[src/rtl/cfgreg_pkg.sv]
package cfgreg_pkg;

   localparam int PERSIST_W = 5;

   // data patterns that drive the enable latch pair
   localparam logic [7:0] CMD_ARM_WEL  = 8'h02;
   localparam logic [7:0] CMD_ARM_RWEL = 8'h06;

   typedef enum logic [2:0] {
      ST_IDLE,
      ST_SEL,
      ST_ADDR,
      ST_DATA,
      ST_HOLD,
      ST_RD,
      ST_SKIP
   } bus_st_e;

   typedef struct packed {
      logic pup1;
      logic wd1;
      logic wd0;
      logic bp;
      logic pup0;
   } persist_t;

   // register image: PUP1 WD1 WD0 BP 0 RWEL WEL PUP0
   function automatic logic [7:0] reg_image(persist_t p, logic rwel, logic wel);
      return {p.pup1, p.wd1, p.wd0, p.bp, 1'b0, rwel, wel, p.pup0};
   endfunction

   function automatic persist_t take_persist(logic [7:0] d);
      persist_t p;
      p.pup1 = d[7];
      p.wd1  = d[6];
      p.wd0  = d[5];
      p.bp   = d[4];
      p.pup0 = d[0];
      return p;
   endfunction

endpackage

[src/rtl/cfgreg_busy_timer.sv]
module cfgreg_busy_timer #(
   parameter int CYCLES = 500
) (
   input  logic clk,
   input  logic rst_n,
   input  logic load_i,
   output logic busy_o
);

   generate
      if (CYCLES == 0) begin : g_none
         assign busy_o = 1'b0;
      end else begin : g_count
         localparam int CNT_W = $clog2(CYCLES + 1);
         logic [CNT_W-1:0] cnt_q;

         always_ff @(posedge clk or negedge rst_n) begin
            if (!rst_n) begin
               cnt_q <= '0;
            end else if (load_i) begin
               cnt_q <= CNT_W'(CYCLES);
            end else if (cnt_q != '0) begin
               cnt_q <= cnt_q - CNT_W'(1);
            end
         end

         assign busy_o = (cnt_q != '0);

         assert_busy_after_commit_R10 : assert property (@(posedge clk) disable iff (!rst_n)
            load_i |=> busy_o);
      end
   endgenerate

endmodule

[src/rtl/cfgreg_ctrl_bits.sv]
module cfgreg_ctrl_bits
   import cfgreg_pkg::*;
#(
   parameter logic [PERSIST_W-1:0] INIT_PERSIST = '0
) (
   input  logic                 clk,
   input  logic                 rst_n,
   input  logic                 commit_i,
   input  logic [7:0]           data_i,
   output logic [PERSIST_W-1:0] persist_o,
   output logic                 wel_o,
   output logic                 rwel_o,
   output logic                 arm_busy_o
);

   logic wel_q, rwel_q;
   // persistent contents survive reset; the initializer stands for stored data
   persist_t persist_q = persist_t'(INIT_PERSIST);
   logic store_now;

   assign store_now = commit_i && wel_q && rwel_q;

   always_ff @(posedge clk or negedge rst_n) begin
      if (!rst_n) begin
         wel_q  <= 1'b0;
         rwel_q <= 1'b0;
      end else if (commit_i) begin
         if (wel_q && rwel_q) begin
            wel_q  <= 1'b0;
            rwel_q <= 1'b0;
         end else if (data_i[2:1] == 2'b00) begin
            wel_q  <= 1'b0;
            rwel_q <= 1'b0;
         end else if (data_i == CMD_ARM_WEL) begin
            wel_q <= 1'b1;
         end else if (data_i == CMD_ARM_RWEL && wel_q) begin
            rwel_q <= 1'b1;
         end
      end
   end

   always_ff @(posedge clk) begin
      if (store_now) begin
         persist_q <= take_persist(data_i);
      end
   end

   assign persist_o  = persist_q;
   assign wel_o      = wel_q;
   assign rwel_o     = rwel_q;
   assign arm_busy_o = store_now;

   assert_rwel_needs_wel_R7 : assert property (@(posedge clk) disable iff (!rst_n)
      rwel_q |-> wel_q);

   assert_persist_only_on_store_R8 : assert property (@(posedge clk) disable iff (!rst_n)
      !store_now |=> $stable(persist_q));

endmodule

[src/rtl/cfgreg_bus_fsm.sv]
module cfgreg_bus_fsm
   import cfgreg_pkg::*;
#(
   parameter int                    PREAMBLE_W = 4,
   parameter logic [PREAMBLE_W-1:0] PREAMBLE   = 4'b1011,
   parameter int                    ADDR_W     = 9,
   parameter logic [ADDR_W-1:0]     REG_ADDR   = 9'h1FF
) (
   input  logic       clk,
   input  logic       rst_n,
   input  logic       ev_start_i,
   input  logic       ev_byte_i,
   input  logic [7:0] byte_i,
   input  logic       ev_stop_i,
   input  logic       ev_rd_i,
   input  logic       busy_i,
   input  logic [7:0] reg_byte_i,
   output logic       ack_vld_o,
   output logic       ack_ok_o,
   output logic       rd_vld_o,
   output logic [7:0] rd_data_o,
   output logic       commit_o,
   output logic [7:0] commit_data_o
);

   localparam int HI_W = ADDR_W - 8;

   bus_st_e           state_q;
   logic [ADDR_W-1:0] ptr_q;
   logic              ptr_vld_q;
   logic [HI_W-1:0]   hi_q;
   logic [7:0]        pend_q;
   logic              pre_match;
   logic              ptr_hit;

   assign pre_match = (byte_i[7 -: PREAMBLE_W] == PREAMBLE);
   assign ptr_hit   = ptr_vld_q && (ptr_q == REG_ADDR);

   always_ff @(posedge clk or negedge rst_n) begin
      if (!rst_n) begin
         state_q   <= ST_IDLE;
         ptr_q     <= '0;
         ptr_vld_q <= 1'b0;
         hi_q      <= '0;
         pend_q    <= '0;
         ack_vld_o <= 1'b0;
         ack_ok_o  <= 1'b0;
         rd_vld_o  <= 1'b0;
         rd_data_o <= '0;
         commit_o  <= 1'b0;
      end else begin
         ack_vld_o <= 1'b0;
         ack_ok_o  <= 1'b0;
         rd_vld_o  <= 1'b0;
         commit_o  <= 1'b0;
         if (ev_start_i) begin
            state_q <= ST_SEL;
         end else if (ev_stop_i) begin
            commit_o <= (state_q == ST_HOLD);
            state_q  <= ST_IDLE;
         end else if (ev_byte_i) begin
            ack_vld_o <= 1'b1;
            case (state_q)
               ST_SEL: begin
                  if (pre_match && !busy_i) begin
                     if (byte_i[0]) begin
                        if (ptr_hit) begin
                           ack_ok_o <= 1'b1;
                           state_q  <= ST_RD;
                        end else begin
                           state_q <= ST_SKIP;
                        end
                     end else begin
                        ack_ok_o <= 1'b1;
                        hi_q     <= byte_i[HI_W:1];
                        state_q  <= ST_ADDR;
                     end
                  end else begin
                     state_q <= ST_SKIP;
                  end
               end
               ST_ADDR: begin
                  ack_ok_o  <= 1'b1;
                  ptr_q     <= {hi_q, byte_i};
                  ptr_vld_q <= 1'b1;
                  state_q   <= ST_DATA;
               end
               ST_DATA: begin
                  if (ptr_hit) begin
                     ack_ok_o <= 1'b1;
                     pend_q   <= byte_i;
                     state_q  <= ST_HOLD;
                  end else begin
                     state_q <= ST_SKIP;
                  end
               end
               default: begin
                  // hold, read, skip and idle refuse every byte
               end
            endcase
         end else if (ev_rd_i && state_q == ST_RD) begin
            rd_vld_o  <= 1'b1;
            rd_data_o <= reg_byte_i;
            state_q   <= ST_SKIP;
         end
      end
   end

   assign commit_data_o = pend_q;

   assert_ack_follows_byte_R12 : assert property (@(posedge clk) disable iff (!rst_n)
      ev_byte_i |=> ack_vld_o);

   assert_ack_has_cause_R12 : assert property (@(posedge clk) disable iff (!rst_n)
      ack_vld_o |-> $past(ev_byte_i));

   assert_busy_blocks_select_R10 : assert property (@(posedge clk) disable iff (!rst_n)
      (ev_byte_i && !ev_start_i && !ev_stop_i && state_q == ST_SEL && busy_i) |=> !ack_ok_o);

   assert_extra_byte_nack_R4 : assert property (@(posedge clk) disable iff (!rst_n)
      (ev_byte_i && !ev_start_i && !ev_stop_i && state_q == ST_HOLD) |=> !ack_ok_o);

endmodule

[src/rtl/cfgreg_prot.sv]
module cfgreg_prot
   import cfgreg_pkg::*;
#(
   parameter int                    PREAMBLE_W   = 4,
   parameter logic [PREAMBLE_W-1:0] PREAMBLE     = 4'b1011,
   parameter int                    ADDR_W       = 9,
   parameter logic [ADDR_W-1:0]     REG_ADDR     = 9'h1FF,
   parameter int                    BUSY_CYCLES  = 500,
   parameter logic [PERSIST_W-1:0]  INIT_PERSIST = '0
) (
   input  logic       clk,
   input  logic       rst_n,
   input  logic       bus_start_i,
   input  logic       bus_byte_vld_i,
   input  logic [7:0] bus_byte_i,
   input  logic       bus_stop_i,
   input  logic       bus_rd_req_i,
   output logic       ack_vld_o,
   output logic       ack_ok_o,
   output logic       rd_vld_o,
   output logic [7:0] rd_data_o
);

   // select byte: preamble on top, address high bits below it, R/W in bit 0
   initial begin
      assert (ADDR_W > 8 && PREAMBLE_W >= 1 && PREAMBLE_W + (ADDR_W - 8) + 1 <= 8)
         else $error("cfgreg_prot: preamble and address bits do not fit the select byte");
      assert (BUSY_CYCLES >= 0)
         else $error("cfgreg_prot: BUSY_CYCLES must not be negative");
   end

   logic                 busy;
   logic                 commit;
   logic [7:0]           commit_data;
   logic [PERSIST_W-1:0] persist;
   logic                 wel, rwel, arm_busy;
   logic [7:0]           reg_byte;

   assign reg_byte = reg_image(persist_t'(persist), rwel, wel);

   cfgreg_bus_fsm #(
      .PREAMBLE_W (PREAMBLE_W),
      .PREAMBLE   (PREAMBLE),
      .ADDR_W     (ADDR_W),
      .REG_ADDR   (REG_ADDR)
   ) u_fsm (
      .clk           (clk),
      .rst_n         (rst_n),
      .ev_start_i    (bus_start_i),
      .ev_byte_i     (bus_byte_vld_i),
      .byte_i        (bus_byte_i),
      .ev_stop_i     (bus_stop_i),
      .ev_rd_i       (bus_rd_req_i),
      .busy_i        (busy),
      .reg_byte_i    (reg_byte),
      .ack_vld_o     (ack_vld_o),
      .ack_ok_o      (ack_ok_o),
      .rd_vld_o      (rd_vld_o),
      .rd_data_o     (rd_data_o),
      .commit_o      (commit),
      .commit_data_o (commit_data)
   );

   cfgreg_ctrl_bits #(
      .INIT_PERSIST (INIT_PERSIST)
   ) u_bits (
      .clk        (clk),
      .rst_n      (rst_n),
      .commit_i   (commit),
      .data_i     (commit_data),
      .persist_o  (persist),
      .wel_o      (wel),
      .rwel_o     (rwel),
      .arm_busy_o (arm_busy)
   );

   cfgreg_busy_timer #(
      .CYCLES (BUSY_CYCLES)
   ) u_busy (
      .clk    (clk),
      .rst_n  (rst_n),
      .load_i (arm_busy),
      .busy_o (busy)
   );

   assert_one_event_R12 : assert property (@(posedge clk) disable iff (!rst_n)
      $onehot0({bus_start_i, bus_byte_vld_i, bus_stop_i, bus_rd_req_i}));

   assert_read_zero_bit_R11 : assert property (@(posedge clk) disable iff (!rst_n)
      rd_vld_o |-> (rd_data_o[3] == 1'b0));

endmodule

[config.mk]
export PLATFORM = sky130hd
export DESIGN_NAME = cfgreg_prot
export DESIGN_NICKNAME = d
export VERILOG_FILES = /design/src/rtl/cfgreg_pkg.sv /design/src/rtl/cfgreg_busy_timer.sv /design/src/rtl/cfgreg_ctrl_bits.sv /design/src/rtl/cfgreg_bus_fsm.sv /design/src/rtl/cfgreg_prot.sv
export SDC_FILE = /design/constraint.sdc
export NUM_CORES = 1
export LEC_CHECK = 0
export BUFFER_PORTS_ARGS = -buffer_cell sky130_fd_sc_hd__buf_2
export CORE_MARGIN = 2
export CORE_UTILIZATION = 30
export CTS_BUF_LIST = sky130_fd_sc_hd__clkbuf_2
export DETAILED_ROUTE_END_ITERATION = 12
export PLACE_DENSITY = 0.52
export RECOVER_POWER = 25
export SLEW_MARGIN = 20
export SYNTH_ARGS = -nofsm -noshare
export SYNTH_HDL_FRONTEND = slang
export SYNTH_SLANG_ARGS = --single-unit
[constraint.sdc]
create_clock -name clk -period 5.7 [get_ports clk]
set_input_delay 0 -clock clk [delete_from_list [all_inputs] [get_ports clk]]
set_output_delay 0 -clock clk [all_outputs]
set_load 0.1 [all_outputs]
; ---- Yosys cells after proc, flatten, opt, wreduce, memory -nomap -nowiden
; Index checks and enable logic that the tools add are counted.
[classes]
add_sub_neg = 1
multipliers = 0
div_mod_pow = 0
n_lt_le_gt_ge = 0
eq_ne = 11
shift = 0
n_mux = 34
n_bitwise = 4
n_reduce_logical = 21
[ops]
columns = operator, count
row1 = $mux 1, 22
row2 = $mux 3, 6
row3 = $mux 9, 2
row4 = $eq 9x9->1 const B, 1
row5 = $pmux 3 s3, 1
row6 = $reduce_bool 9->1, 1
row7 = $sub 9x1->9 const B, 1
row8 = $eq 8x2->1 const B, 1
row9 = $eq 8x3->1 const B, 1
row10 = $reduce_and 4->1, 2
row11 = $logic_and 1x1->1, 7
row12 = $eq 3x2->1 const B, 2
row13 = $eq 3x3->1 const B, 2
row14 = $ne 6x2->1 const B, 1
row15 = $reduce_and 6->1, 1
row16 = $reduce_bool 3->1, 2
row17 = $reduce_and 5->1, 1
row18 = $eq 4x4->1 const B, 1
row19 = $mux 2, 2
row20 = $not 1->1, 4
row21 = $reduce_and 2->1, 2
row22 = $reduce_bool 4->1, 1
row23 = $eq 3x1->1 const B, 1
row24 = $ne 3x1->1 const B, 1
row25 = 5 further kinds, 5
[totals]
reg_bits = 49
latchBits = 0
mem_bits_rw = 0
romBits = 0
input_bits = 14
output_inout_bits = 11
elab_cells = 89
n_memories = 0

; ---- Depth between registers and ports, before layout
; Gate-level depths: netlist of the first run.
[logic_depth]
word_depth = 9
depth_mapped = 8
depth_no_buf = 7

; ---- By module
; Synthesis of the first run repeated with hierarchy kept, for this count alone.
[hier_totals]
cells_unflattened = 175
hier_area_um2 = 2270.9
[by_module_without_submodules]
columns = module, n_inst, cells_per_inst, area_per_inst_um2, seq_area_each_um2
row1 = cfgreg_bus_fsm, 1, 103, 1477.7, 850.8
row2 = cfgreg_busy_timer, 1, 51, 489.2, 225.2
row3 = cfgreg_ctrl_bits, 1, 20, 300.3, 200.2
row4 = cfgreg_prot, 1, 1, 3.8, 0.0

; ---- Worst setup path after synthesis of the first run
; Ideal clock, no wire load.
[synth_timing]
kind = register to register
start = register u_busy.g_count.cnt_q[5]
end = register u_fsm.hi_q
setup_time_ns = 0.128
arrival_ns = 2.119
required_ns = 5.572
slack_ns = 3.453
stages_incl_launch_ff = 6
path_buffers = 1
period_less_slack_ns = 2.247
cell_sequence = dfrtp_1 or4_4 or4_4 buf_6 nor4_4 mux2_1
[synth_via]
elab_chain_len = 4
[synth_lines]
columns = item, line_no
row1 = start: declaration, cfgreg_busy_timer.sv:15  ; logic [CNT_W-1:0] cnt_q;
row2 = start signal: assignment, cfgreg_busy_timer.sv:21  ; cnt_q <= CNT_W'(CYCLES);
row3 = start signal: assignment, cfgreg_busy_timer.sv:23  ; cnt_q <= cnt_q - CNT_W'(1);
row4 = $reduce_bool 9->1, cfgreg_busy_timer.sv:27  ; assign busy_o = (cnt_q != '0);
row5 = $logic_not 1->1, cfgreg_bus_fsm.sv:65  ; if (pre_match && !busy_i) begin
row6 = $logic_and 1x1->1, cfgreg_bus_fsm.sv:65
row7 = $reduce_and 6->1 (no line), -
row8 = end signal: assignment, cfgreg_bus_fsm.sv:75  ; hi_q <= byte_i[HI_W:1];
row9 = end: declaration, cfgreg_bus_fsm.sv:31  ; logic [HI_W-1:0] hi_q;
; Every way passes these cells.
; A chain may end at the register's enable or synchronous reset.

; ---- Worst setup path after layout of the first run
[layout_timing]
start = register u_busy.g_count.cnt_q[5]
end = register u_fsm.state_q[1]
[layout_via]
elab_chain_len = 8
[layout_lines]
columns = item, line_no
row1 = $reduce_bool 9->1, cfgreg_busy_timer.sv:27
row2 = $logic_not 1->1, cfgreg_bus_fsm.sv:65
row3 = $logic_and 1x1->1, cfgreg_bus_fsm.sv:65
row4 = $mux 3, cfgreg_bus_fsm.sv:65
row5 = $pmux 3 s3, cfgreg_bus_fsm.sv:63  ; case (state_q)
row6 = $mux 3, cfgreg_bus_fsm.sv:61  ; end else if (ev_byte_i) begin
row7 = $mux 3, cfgreg_bus_fsm.sv:58  ; end else if (ev_stop_i) begin
row8 = $mux 3, cfgreg_bus_fsm.sv:56  ; if (ev_start_i) begin
row9 = end signal: assignment, cfgreg_bus_fsm.sv:57  ; state_q <= ST_SEL;
row10 = end signal: assignment, cfgreg_bus_fsm.sv:60  ; state_q <= ST_IDLE;
row11 = end signal: assignment, cfgreg_bus_fsm.sv:69  ; state_q <= ST_RD;
row12 = end: declaration, cfgreg_bus_fsm.sv:28  ; bus_st_e state_q;
; Every way passes these cells.

==> results.py, run 1 <==
metrics = {
    "run_status": {
        "status": "complete, but fails checks",
        "violations": "capacitance limit, slew limit",
    },
    "global_route": {
        "grt_pass1_wl_um": 6920,
        "grt_busiest_layer": "met2",
        "grtUsageMet1": 0.160,
        "grt.met2_usage": 0.172,
        "antenna_found_initial": 0,
        "met3_usage": 0.0289,
        "grtUsageTotal": 0.117,
        "overflow": 0,
        "first_global_vias": 1436,
        "grt_max_degree": 45,
    },
    "sta": {
        "finalSetupTns_ns": 0,
        "rsz0062_at_grt": "false",
        "hold_viol_final": 0,
        "worst_pin_slew_ns": 2.30,
        "setup_viol": 0,
        "max_freq_mhz": 424,
        "maxSlewViolCount": 45,
        "period_needed_ns": 2.36,
        "period_share": 0.414,
        "skew_ns": 0.00586,
        "max_slew_margin": -0.532,
    },
    "placed_design": {
        "numPortBuffers": 23,
        "dp.cells": 304,
        "gp_congestion": 0.819,
        "hpwl_um": 2920,
    },
    "synthesis": {
        "synthesis.area_sq_um": 2150,
        "synth_edf_count": 5,
        "yosys_warnings": 0,
        "synth-seq-area-share": 0.582,
        "synth.distinct_cells": 43,
        "synth_nets": 207,
        "synthFlopType": "dfrtp_1",
        "synthCells": 191,
        "avgSynthCellArea_sq_um": 11.3,
        "async_flop_share": 0.898,
        "synth-seq-cells": 49,
    },
    "setup_path": {
        "start_kind": "flip-flop",
        "critPathArrivalTime_ns": 2.69,
        "worst_setup_path_end_kind": "flip-flop",
        "worst-setup-path-type": "reg -> reg",
        "reg2reg_slack_ns": 3.34,
        "crit_fanout": 11,
        "critical_path_required_ns": 6.03,
        "reg2reg_to": "u_fsm.state_q[1]",
        "worstRegToRegCells": 5,
        "crit-reg2reg-launch": "u_busy.g_count.cnt_q[5]",
    },
    "die": {
        "dieArea_sq_um": 7860,
        "ios": 25,
        "row_count": 30,
        "coreArea_sq_um": 6870,
        "die_y_um": 88.7,
        "start_util": 0.313,
        "die_x_um": 88.7,
    },
    "finish": {
        "nets": 244,
        "final-instance-count-excl-fill": 325,
        "antenna_cells": 0,
        "synthToLayoutAreaGrowth_pct": 18.3,
        "drive_gt1_frac": 0.192,
    },
    "clock_network": {
        "numCtsBuffers": 5,
        "postCtsResizedCells": 0,
        "cts_sinks": 49,
        "cts_root_buf": "clkbuf_2",
        "postCtsSetupBuffers": 0,
        "cts_max_level": 2,
        "postCtsHoldBufs": 13,
        "clkSlewWorstSetupHoldPaths_ns": 0.23,
        "cts_tree": "built",
        "clockBufferDepth": 2,
        "insertion_delay_ns": 0.42,
    },
    "route": {
        "ant_nets": 0,
        "firstDrtPassIters": 4,
        "drt_iter0_drc": 57,
        "avgRoutedWirePerCell_um": 12.5,
        "vias_per_cell": 4.55,
        "vias": 1479,
        "drc_errors": 0,
        "finalWirelength_um": 4050,
    },
    "pwr": {
        "powerDensity_nw_per_um2": 245,
        "peakVddDrop_mv": 0.142,
        "p_seq_frac": 0.602,
        "combinationalPowerShare": 0.104,
        "switching_power_uw": 159,
        "switching_share": 0.255,
        "clkPwrFrac": 0.293,
        "p_leak_uw": 0.00124,
        "cellInternalPower_uw": 464,
    },
    "flow_run": {
        "max_cap_violations": 1,
    },
    "worst_hold_path": {
        "hp-start": "bus_rd_req_i",
        "worstHoldEndpoint": "u_fsm.state_q[1]",
        "min_path_cells": 4,
        "hp-class": "in -> reg",
    },
}
==> sequential cells by signal (all words and copies together) (netlist names) <==
| signal | count |
|---|---|
| u_fsm.rd_vld_o | 1 |
| u_fsm.commit_data_o | 8 |
| u_fsm.hi_q | 1 |
| u_fsm.ack_vld_o | 1 |
| u_fsm.commit_o | 1 |
| u_fsm.state_q | 3 |
| u_fsm.ack_ok_o | 1 |
| u_fsm.ptr_vld_q | 1 |
| u_fsm.rd_data_o | 7 |
| u_bits.rwel_o | 1 |
| u_bits.wel_o | 1 |
| u_fsm.ptr_q | 9 |
| u_bits.persist_o | 5 |
| u_busy.g_count.cnt_q | 9 |
==> per-stage QoR <==
stage | util | hold slack, ns | worst slack (ns) | total power [uW] | instance area, sq um
2_1_floorplan | - | -0.296 | 3.45 | 420 | 2150
3_5_place_dp | 0.342 | 0.210 | 3.37 | 442 | 2350
5_1_grt | 0.370 | 0.0336 | 3.14 | 655 | 2540
3_3_place_gp | 0.342 | 0.228 | 3.40 | 442 | 2350
6_report | 0.370 | 0.0532 | 3.34 | 623 | 2540
4_1_cts | 0.371 | 0.0201 | 3.33 | 633 | 2550
==> placed cells by master (no fill, tap or decap), types with 5 or more instances in the layout <==
master,netlist,layout
nand2_1,30,30
buf_2,0,21
nor2_1,11,11
clkbuf_2,0,6
edfxtp_1,5,5
inv_1,6,6
mux2_1,9,9
dlygate4sd3_1,0,13
a21oi_1,7,7
dfrtp_1,44,44
mux2_2,9,9
==> critical path: stages (launching register included) <==
cell	delay [ns]
dfrtp_1	0.47
or4_4	0.54
or4_4	0.60
or3_1	0.42
a21oi_1	0.16
o22ai_1	0.09
==> cell type report <==
| type | count | area, sq um |
|---|---|---|
| timing repair buffer | 36 | 243 |
| sequential | 49 | 1250 |
| inverter | 8 | 30.0 |
| clock buffer | 6 | 30.0 |
| fill | 714 | 4320 |
| clock inverter | 2 | 35.0 |
| multi-input combinational | 128 | 836 |
| tap | 96 | 120 |
==> how the worst max path moves through the flow <==
stage | from | to | slack [ns] | cells after the start
5_1_grt | rst_n | u_busy.g_count.cnt_q[8] | 3.14 | 2
3_3_place_gp | u_busy.g_count.cnt_q[5] | u_fsm.state_q[1] | 3.40 | 5
3_5_place_dp | u_busy.g_count.cnt_q[5] | u_fsm.state_q[1] | 3.37 | 5
2_1_floorplan | u_busy.g_count.cnt_q[5] | u_fsm.hi_q | 3.45 | 5
4_1_cts | u_busy.g_count.cnt_q[5] | u_fsm.state_q[1] | 3.33 | 5
6_report | u_busy.g_count.cnt_q[5] | u_fsm.state_q[1] | 3.34 | 5
==> cell usage after synthesis (3+ instances only) <==
cell type | n | area (sq um)
dfrtp_1 | 44 | 1100
nand3_1 | 4 | 20.0
edfxtp_1 | 5 | 150
inv_1 | 6 | 22.5
or4_1 | 3 | 22.5
nand2b_1 | 4 | 25.0
mux2_2 | 9 | 101
nand2_1 | 30 | 113
o21ai_1 | 3 | 15.0
mux2_1 | 9 | 101
o21ai_0 | 4 | 20.0
nor2_1 | 11 | 41.3
a211oi_1 | 4 | 30.0
nand4_1 | 3 | 18.8
clkbuf_1 | 4 | 15.0
a21oi_1 | 7 | 35.0
nor4_1 | 3 | 18.8
xnor2_1 | 3 | 26.3
or3_1 | 4 | 25.0
nor3_1 | 3 | 15.0
==> routing by layer <==
layer  vias to the layer above  wire [um]
met2                        25       1780
met1                       697       2050
met3                         7        128
met5                         -          0
met4                         0         87
li1                        750          -
==> cells by family after synthesis <==
kind of cell,count (synthesis),share of synthesized area
DFF,49,0.582
buffers and inverters,14,0.0297
xor gates and xnor gates,5,0.0204
and+or+nand+nor,78,0.194
other,1,0.00174
muxes,18,0.0942
AOI/OAI and AO/OA,24,0.0669
adders and majority gates,2,0.0116
==> power by group through the flow <==
stage | registers (uW) | clock network [uW] | logic [uW]
floorplan | 398 | 0 | 22.7
global placement | 382 | 0 | 59.6
detailed placement | 382 | 0 | 59.9
CTS | 376 | 191 | 66.3
global route | 378 | 205 | 71.2
finish | 375 | 183 | 65.0
No activity file was read; power rests on OpenSTA's default activity.
==> run 2, diff against run 1 <==
- ABC_AREA: not set -> 1
- PLACE_DENSITY: 0.52 -> 0.53
- clock period: 5.7 -> 2 ns (I/O delays scaled with it)
==> results.py, run 2 <==
metrics = {
    "sta": {
        "finalSetupTns_ns": 0,
        "skew_ns": 0.0355,
        "rsz0062_at_grt": "false",
        "max_slew_margin": 0.271,
        "max_freq_mhz": 530,
        "worst_pin_slew_ns": 1.09,
        "setup_viol": 0,
        "period_share": 0.943,
        "maxSlewViolCount": 0,
        "hold_viol_final": 0,
        "period_needed_ns": 1.89,
    },
    "setup_path": {
        "critPathBufInv": 2,
        "cp_slowest_cell": "dlygate4sd3_1",
        "cpPeakStageDelay_ns": 0.74,
        "worst-setup-path-type": "reg -> reg",
        "start_kind": "flip-flop",
        "worstPathCellList": "nand4_2 -> nor3_4 -> dlygate4sd3_1 -> inv_4 -> nand2_1 -> o21ai_2",
        "critPathTopFamily": "buffers and inverters",
        "crit_fanout": 9,
        "critPathArrivalTime_ns": 2.28,
        "worst_setup_path_end_kind": "flip-flop",
        "critical_path_required_ns": 2.39,
    },
    "route": {
        "drc_errors": 0,
        "vias_per_cell": 4.30,
        "drt_iter0_drc": 98,
        "vias": 1701,
        "ant_nets": 0,
        "firstDrtPassIters": 4,
        "finalWirelength_um": 4430,
        "avgRoutedWirePerCell_um": 11.2,
    },
    "synthesis": {
        "synth-seq-cells": 49,
        "synth_top_area_cell": "dfrtp_1",
        "synth.distinct_cells": 33,
        "yosys_warnings": 0,
        "yosysMostFrequentCell": "nand2_1",
        "synthTopCellsByCount": "nand2_1 (71), dfrtp_1 (44), inv_1 (38)",
        "avgSynthCellArea_sq_um": 9.08,
        "synth_area_leaders": "dfrtp_1 (48%), nand2_1 (12%), edfxtp_1 (6.5%)",
        "synthCells": 254,
        "synth_nets": 270,
        "synth-seq-area-share": 0.543,
        "synth_edf_count": 5,
        "synthFlopType": "dfrtp_1",
        "synth_top_area_share": 0.477,
        "synthesis.area_sq_um": 2310,
        "async_flop_share": 0.898,
    },
    "pwr": {
        "powerDensity_nw_per_um2": 677,
        "peakVddDrop_mv": 0.442,
        "p_leak_uw": 0.00140,
    },
    "global_route": {
        "grt_max_degree": 45,
        "overflow": 0,
        "first_global_vias": 1617,
        "grtUsageMet1": 0.158,
        "grtUsageTotal": 0.115,
        "grt_pass1_wl_um": 7600,
        "grt_busiest_layer": "met2",
        "grt.met2_usage": 0.173,
        "met3_usage": 0.0222,
        "antenna_found_initial": 0,
    },
    "finish": {
        "fill_cells": 765,
        "layout_common_cells": "nand2_1 (71), dfrtp_1 (44), inv_1 (38), buf_2 (23), o21ai_2 (17)",
        "antenna_cells": 0,
        "nets": 312,
        "layout_commonest_cell": "nand2_1",
        "drive_gt1_frac": 0.232,
        "final_util": 0.369,
        "synthToLayoutAreaGrowth_pct": 17.3,
        "multi_input_comb_area_sq_um": 856,
        "regArea_sq_um": 1250,
    },
    "clock_network": {
        "clkSlewWorstSetupHoldPaths_ns": 0.27,
        "clockBufferDepth": 2,
        "cts_max_level": 2,
        "cts_root_buf": "clkbuf_2",
        "insertion_delay_ns": 0.45,
        "postCtsResizedCells": 0,
        "numCtsBuffers": 5,
        "cts_tree": "built",
        "cts_sinks": 49,
    },
    "flow_run": {
        "max_cap_violations": 0,
    },
    "die": {
        "die_x_um": 91.7,
        "dieArea_sq_um": 8400,
        "die_y_um": 91.7,
        "ios": 25,
        "coreArea_sq_um": 7330,
        "row_count": 31,
        "start_util": 0.315,
    },
    "worst_hold_path": {
        "hp-class": "in -> reg",
    },
    "run_status": {
        "status": "complete, no violations",
    },
    "placed_design": {
        "numPortBuffers": 23,
        "gp_congestion": 0.798,
        "hpwl_um": 3280,
    },
}
-- run 2: cell types whose count changed after synthesis, sizes merged, moves of 5 or more --
cell	delta
nor2	+8
mux2	-17
nand2	+45
or4	-5
o21ai	+18
nand3	+7
inv	+35
-- run 2: cells by family after synthesis --
logic type	synth area share
AOI/OAI and AO/OA	0.109
and+or+nand+nor	0.236
xor gates and xnor gates	0.00760
buffers and inverters	0.0863
other	0.00163
adders and majority gates	0.0109
muxes	0.00651
DFF	0.543
-- run 2: through the flow --
| step | total power [uW] | cell area [sq um] | instances | hold slack (ns) | setup slack [ns] |
|---|---|---|---|---|---|
| floorplan | 1340 | 2310 | 254 | -0.296 | 0.652 |
| global placement | 1420 | 2520 | 374 | 0.133 | 0.508 |
| detailed placement | 1420 | 2520 | 374 | 0.134 | 0.461 |
| CTS | 1850 | 2710 | 396 | 0.0742 | 0.0943 |
| global route | 1930 | 2710 | 396 | 0.0713 | 0.0000169 |
| finish | 1830 | 2710 | 396 | 0.113 | 0.114 |
-- run 2: cell type report --
type                    instances  area share
repair buffers                 38      0.0962
inverters                      43      0.0624
clock inverters                 2     0.00555
clock buffers                   6      0.0111
flip-flops and latches         49       0.463
well taps                      99      0.0458
multi-input cells             159       0.316
-- run 2: tightest hold or removal path, delay by kind of cell --
kind | cells | cell delay (ns)
AO/OA/AOI/OAI | 2 | 0.21
buffers and inverters | 1 | 0.10
AND/OR/NAND/NOR | 2 | 0.25
-- run 2: path summary, 6_finish.rpt --
path / start / endpoint / slack, ns / cells past startpoint
worst min register to register: u_bits.persist_o[3] / u_fsm.rd_data_o[6] / 0.48 / 2
max in group asynchronous: rst_n / u_busy.g_count.cnt_q[0] / 0.99 / 3
min in group asynchronous: rst_n / u_fsm.commit_data_o[1] / 0.33 / 3
worst max register to register: u_fsm.state_q[0] / u_fsm.rd_data_o[1] / 0.11 / 6
worst min-delay path: bus_rd_req_i / u_fsm.state_q[0] / 0.11 / 5
worst max-delay path: u_fsm.state_q[0] / u_fsm.rd_data_o[1] / 0.11 / 6
-- run 2: repair_timing --
item / 4_1_cts / 5_1_grt
hold buffers: 14 / 0
setup buffers: 0 / 0
hold endpoints to repair: 75 / 0
-- run 2: power by group --
| part | internal [uW] | switching, uW |
|---|---|---|
| logic | 83.9 | 238 |
| registers | 1060 | 34.7 |
| clock network | 90.0 | 324 |
| total | 1240 | 597 |
-- run 2: metal layers --
metal	vias up	wire length [um]
li1	878	-
met1	778	2300
met2	38	1900
met3	7	137
met4	0	93
met5	-	0
==> run 3, diff against run 2 <==
- CORE_UTILIZATION: 30 -> 54
- PLACE_DENSITY: 0.53 -> 0.83
- SETUP_SLACK_MARGIN: not set -> 0.15
==> results.py, run 3 (synthesis gave the netlist of run 2 again) <==
metrics = {
    "run_status": {
        "status": "complete, no violations",
    },
    "die": {
        "dieArea_sq_um": 4810,
        "die_y_um": 69.3,
        "die_x_um": 69.3,
        "ios": 25,
        "coreArea_sq_um": 4060,
        "start_util": 0.568,
        "row_count": 23,
    },
    "route": {
        "avgRoutedWirePerCell_um": 12.1,
        "ant_nets": 0,
        "drt_iter0_drc": 88,
        "firstDrtPassIters": 4,
        "drc_errors": 0,
        "vias_per_cell": 4.97,
        "vias": 1739,
        "finalWirelength_um": 4240,
    },
    "setup_path": {
        "worst_setup_path_end_kind": "async pin",
        "start_kind": "primary input",
        "reg2reg_to": "u_fsm.state_q[0]",
        "worstRegToRegCells": 10,
        "crit-reg2reg-launch": "u_busy.g_count.cnt_q[1]",
        "crit_end": "u_fsm.rd_data_o[0]",
        "startpoint": "rst_n",
        "crit_fanout": 9,
        "critPathBufInv": 4,
        "reg2reg_slack_ns": 0.33,
        "worst-setup-path-type": "in -> async",
        "worstPathCellList": "dlygate4sd3_1 -> dlygate4sd3_1 -> clkbuf_1 -> dlygate4sd3_1",
        "crit_path_frequent_cell": "dlygate4sd3_1",
        "critical_path_required_ns": 2.60,
        "cp_slowest_cell": "dlygate4sd3_1",
        "cp.depth": 4,
        "critPathArrivalTime_ns": 2.33,
        "critPathTopFamily": "buffers and inverters",
        "cpPeakStageDelay_ns": 0.85,
    },
    "finish": {
        "nets": 315,
        "layout_common_cells": "nand2_1 (71), dfrtp_1 (43), inv_1 (39), buf_2 (22), o21ai_2 (17)",
        "synthToLayoutAreaGrowth_pct": 15.4,
        "antenna_cells": 0,
        "drive_gt1_frac": 0.223,
        "layout_commonest_cell": "nand2_1",
        "final_area_sq_um": 2660,
        "fill_cells": 326,
    },
    "global_route": {
        "first_global_vias": 1697,
        "antenna_found_initial": 0,
        "grt_pass1_wl_um": 7580,
        "overflow": 0,
        "grtUsageTotal": 0.199,
        "grt_max_degree": 19,
    },
    "clock_network": {
        "insertion_delay_ns": 0.40,
        "cts_sinks": 49,
        "numCtsBuffers": 5,
        "clkSlewWorstSetupHoldPaths_ns": 0.22,
        "cts_max_level": 2,
        "cts_root_buf": "clkbuf_2",
        "cts_tree": "built",
        "clockBufferDepth": 2,
        "postCtsSetupBuffers": 0,
    },
    "sta": {
        "finalSetupTns_ns": 0,
        "maxSlewViolCount": 0,
        "hold_viol_final": 0,
        "max_freq_mhz": 580,
        "rsz0062_at_grt": "false",
        "whs_ns": 0.369,
        "skew_ns": 0.0109,
        "worst_pin_slew_ns": 0.720,
        "setup_viol": 0,
        "max_slew_margin": 0.520,
        "period_needed_ns": 1.72,
        "period_share": 0.862,
    },
    "pwr": {
        "combinationalPowerShare": 0.183,
        "clkPwrFrac": 0.207,
        "p_leak_uw": 0.00141,
        "switching_power_uw": 556,
        "peakVddDrop_mv": 0.467,
        "powerDensity_nw_per_um2": 676,
        "cellInternalPower_uw": 1240,
        "p_seq_frac": 0.610,
        "switching_share": 0.309,
    },
    "placed_design": {
        "hpwl_um": 2980,
        "dpl_cell_area_sq_um": 2470,
        "gp_congestion": 0.829,
        "numPortBuffers": 23,
    },
    "worst_hold_path": {
        "hp-class": "in -> reg",
    },
    "flow_run": {
        "max_cap_violations": 0,
    },
}
-- run 3: power groups by stage --
stage               Combinational [uW]  Sequential [uW]  Clock, uW
floorplan                          116             1230          0
detailed placement                 308             1110          0
global placement                   303             1110          0
global route                       356             1100        428
finish                             329             1100        373
CTS                                329             1100        389
-- run 3: worst min path at each step --
stage / start / endpoint / slack, ns / cells past startpoint
5_1_grt: bus_byte_vld_i / u_fsm.rd_vld_o / 0.34 / 3
2_1_floorplan: rst_n / u_bits.rwel_o / -0.30 / 0
3_3_place_gp: rst_n / u_busy.g_count.cnt_q[8] / -0.06 / 1
4_1_cts: bus_rd_req_i / u_fsm.rd_data_o[1] / 0.002 / 5
6_report: bus_byte_vld_i / u_fsm.rd_vld_o / 0.37 / 3
3_5_place_dp: rst_n / u_busy.g_count.cnt_q[8] / -0.06 / 1
-- run 3: metrics by stage --
step	setup slack (ns)	cells	power [uW]	util
after global routing	0.101	350	1890	0.656
after floorplan	0.652	254	1340	-
after global placement	0.535	326	1410	0.608
final	0.276	350	1800	0.656
after CTS	0.196	350	1810	0.657
after detailed placement	0.467	326	1420	0.608
-- run 3: per-layer routing --
| metal | part of all wire | vias up | GRT usage |
|---|---|---|---|
| li1 | - | 890 | - |
| met1 | 0.46 | 789 | 0.256 |
| met2 | 0.47 | 48 | 0.329 |
| met3 | 0.043 | 12 | 0.0407 |
| met4 | 0.023 | 0 | 0.0806 |
| met5 | 0 | - | 0 |
-- run 3: layout make-up --
type                       instances  area (sq um)  share of cell area
inverter                          43           169              0.0635
clock inverter                     1          3.75             0.00141
tap                               50          62.6              0.0235
clock buffer                       7          35.0              0.0132
multi-input combinational        159           856               0.322
sequential                        49          1250               0.471
timing repair buffer              41           283               0.106
-- run 3: repair_timing --
| action | CTS | global route |
|---|---|---|
| hold buffers | 16 | 1 |
| setup endpoints to repair | 0 | 5 |
| gates resized for setup | 0 | 1 |
| hold endpoints to repair | 75 | 5 |
-- run 3: worst reg2reg max path, delay by kind of cell, from the launching register on --
| family | cells | cell delay, ns |
|---|---|---|
| flip-flops | 1 | 0.43 |
| AO/OA/AOI/OAI | 1 | 0.19 |
| adder cells (fa/ha/maj) | 1 | 0.16 |
| AND/OR/NAND/NOR | 7 | 0.71 |
| buffers and inverters | 1 | 0.10 |
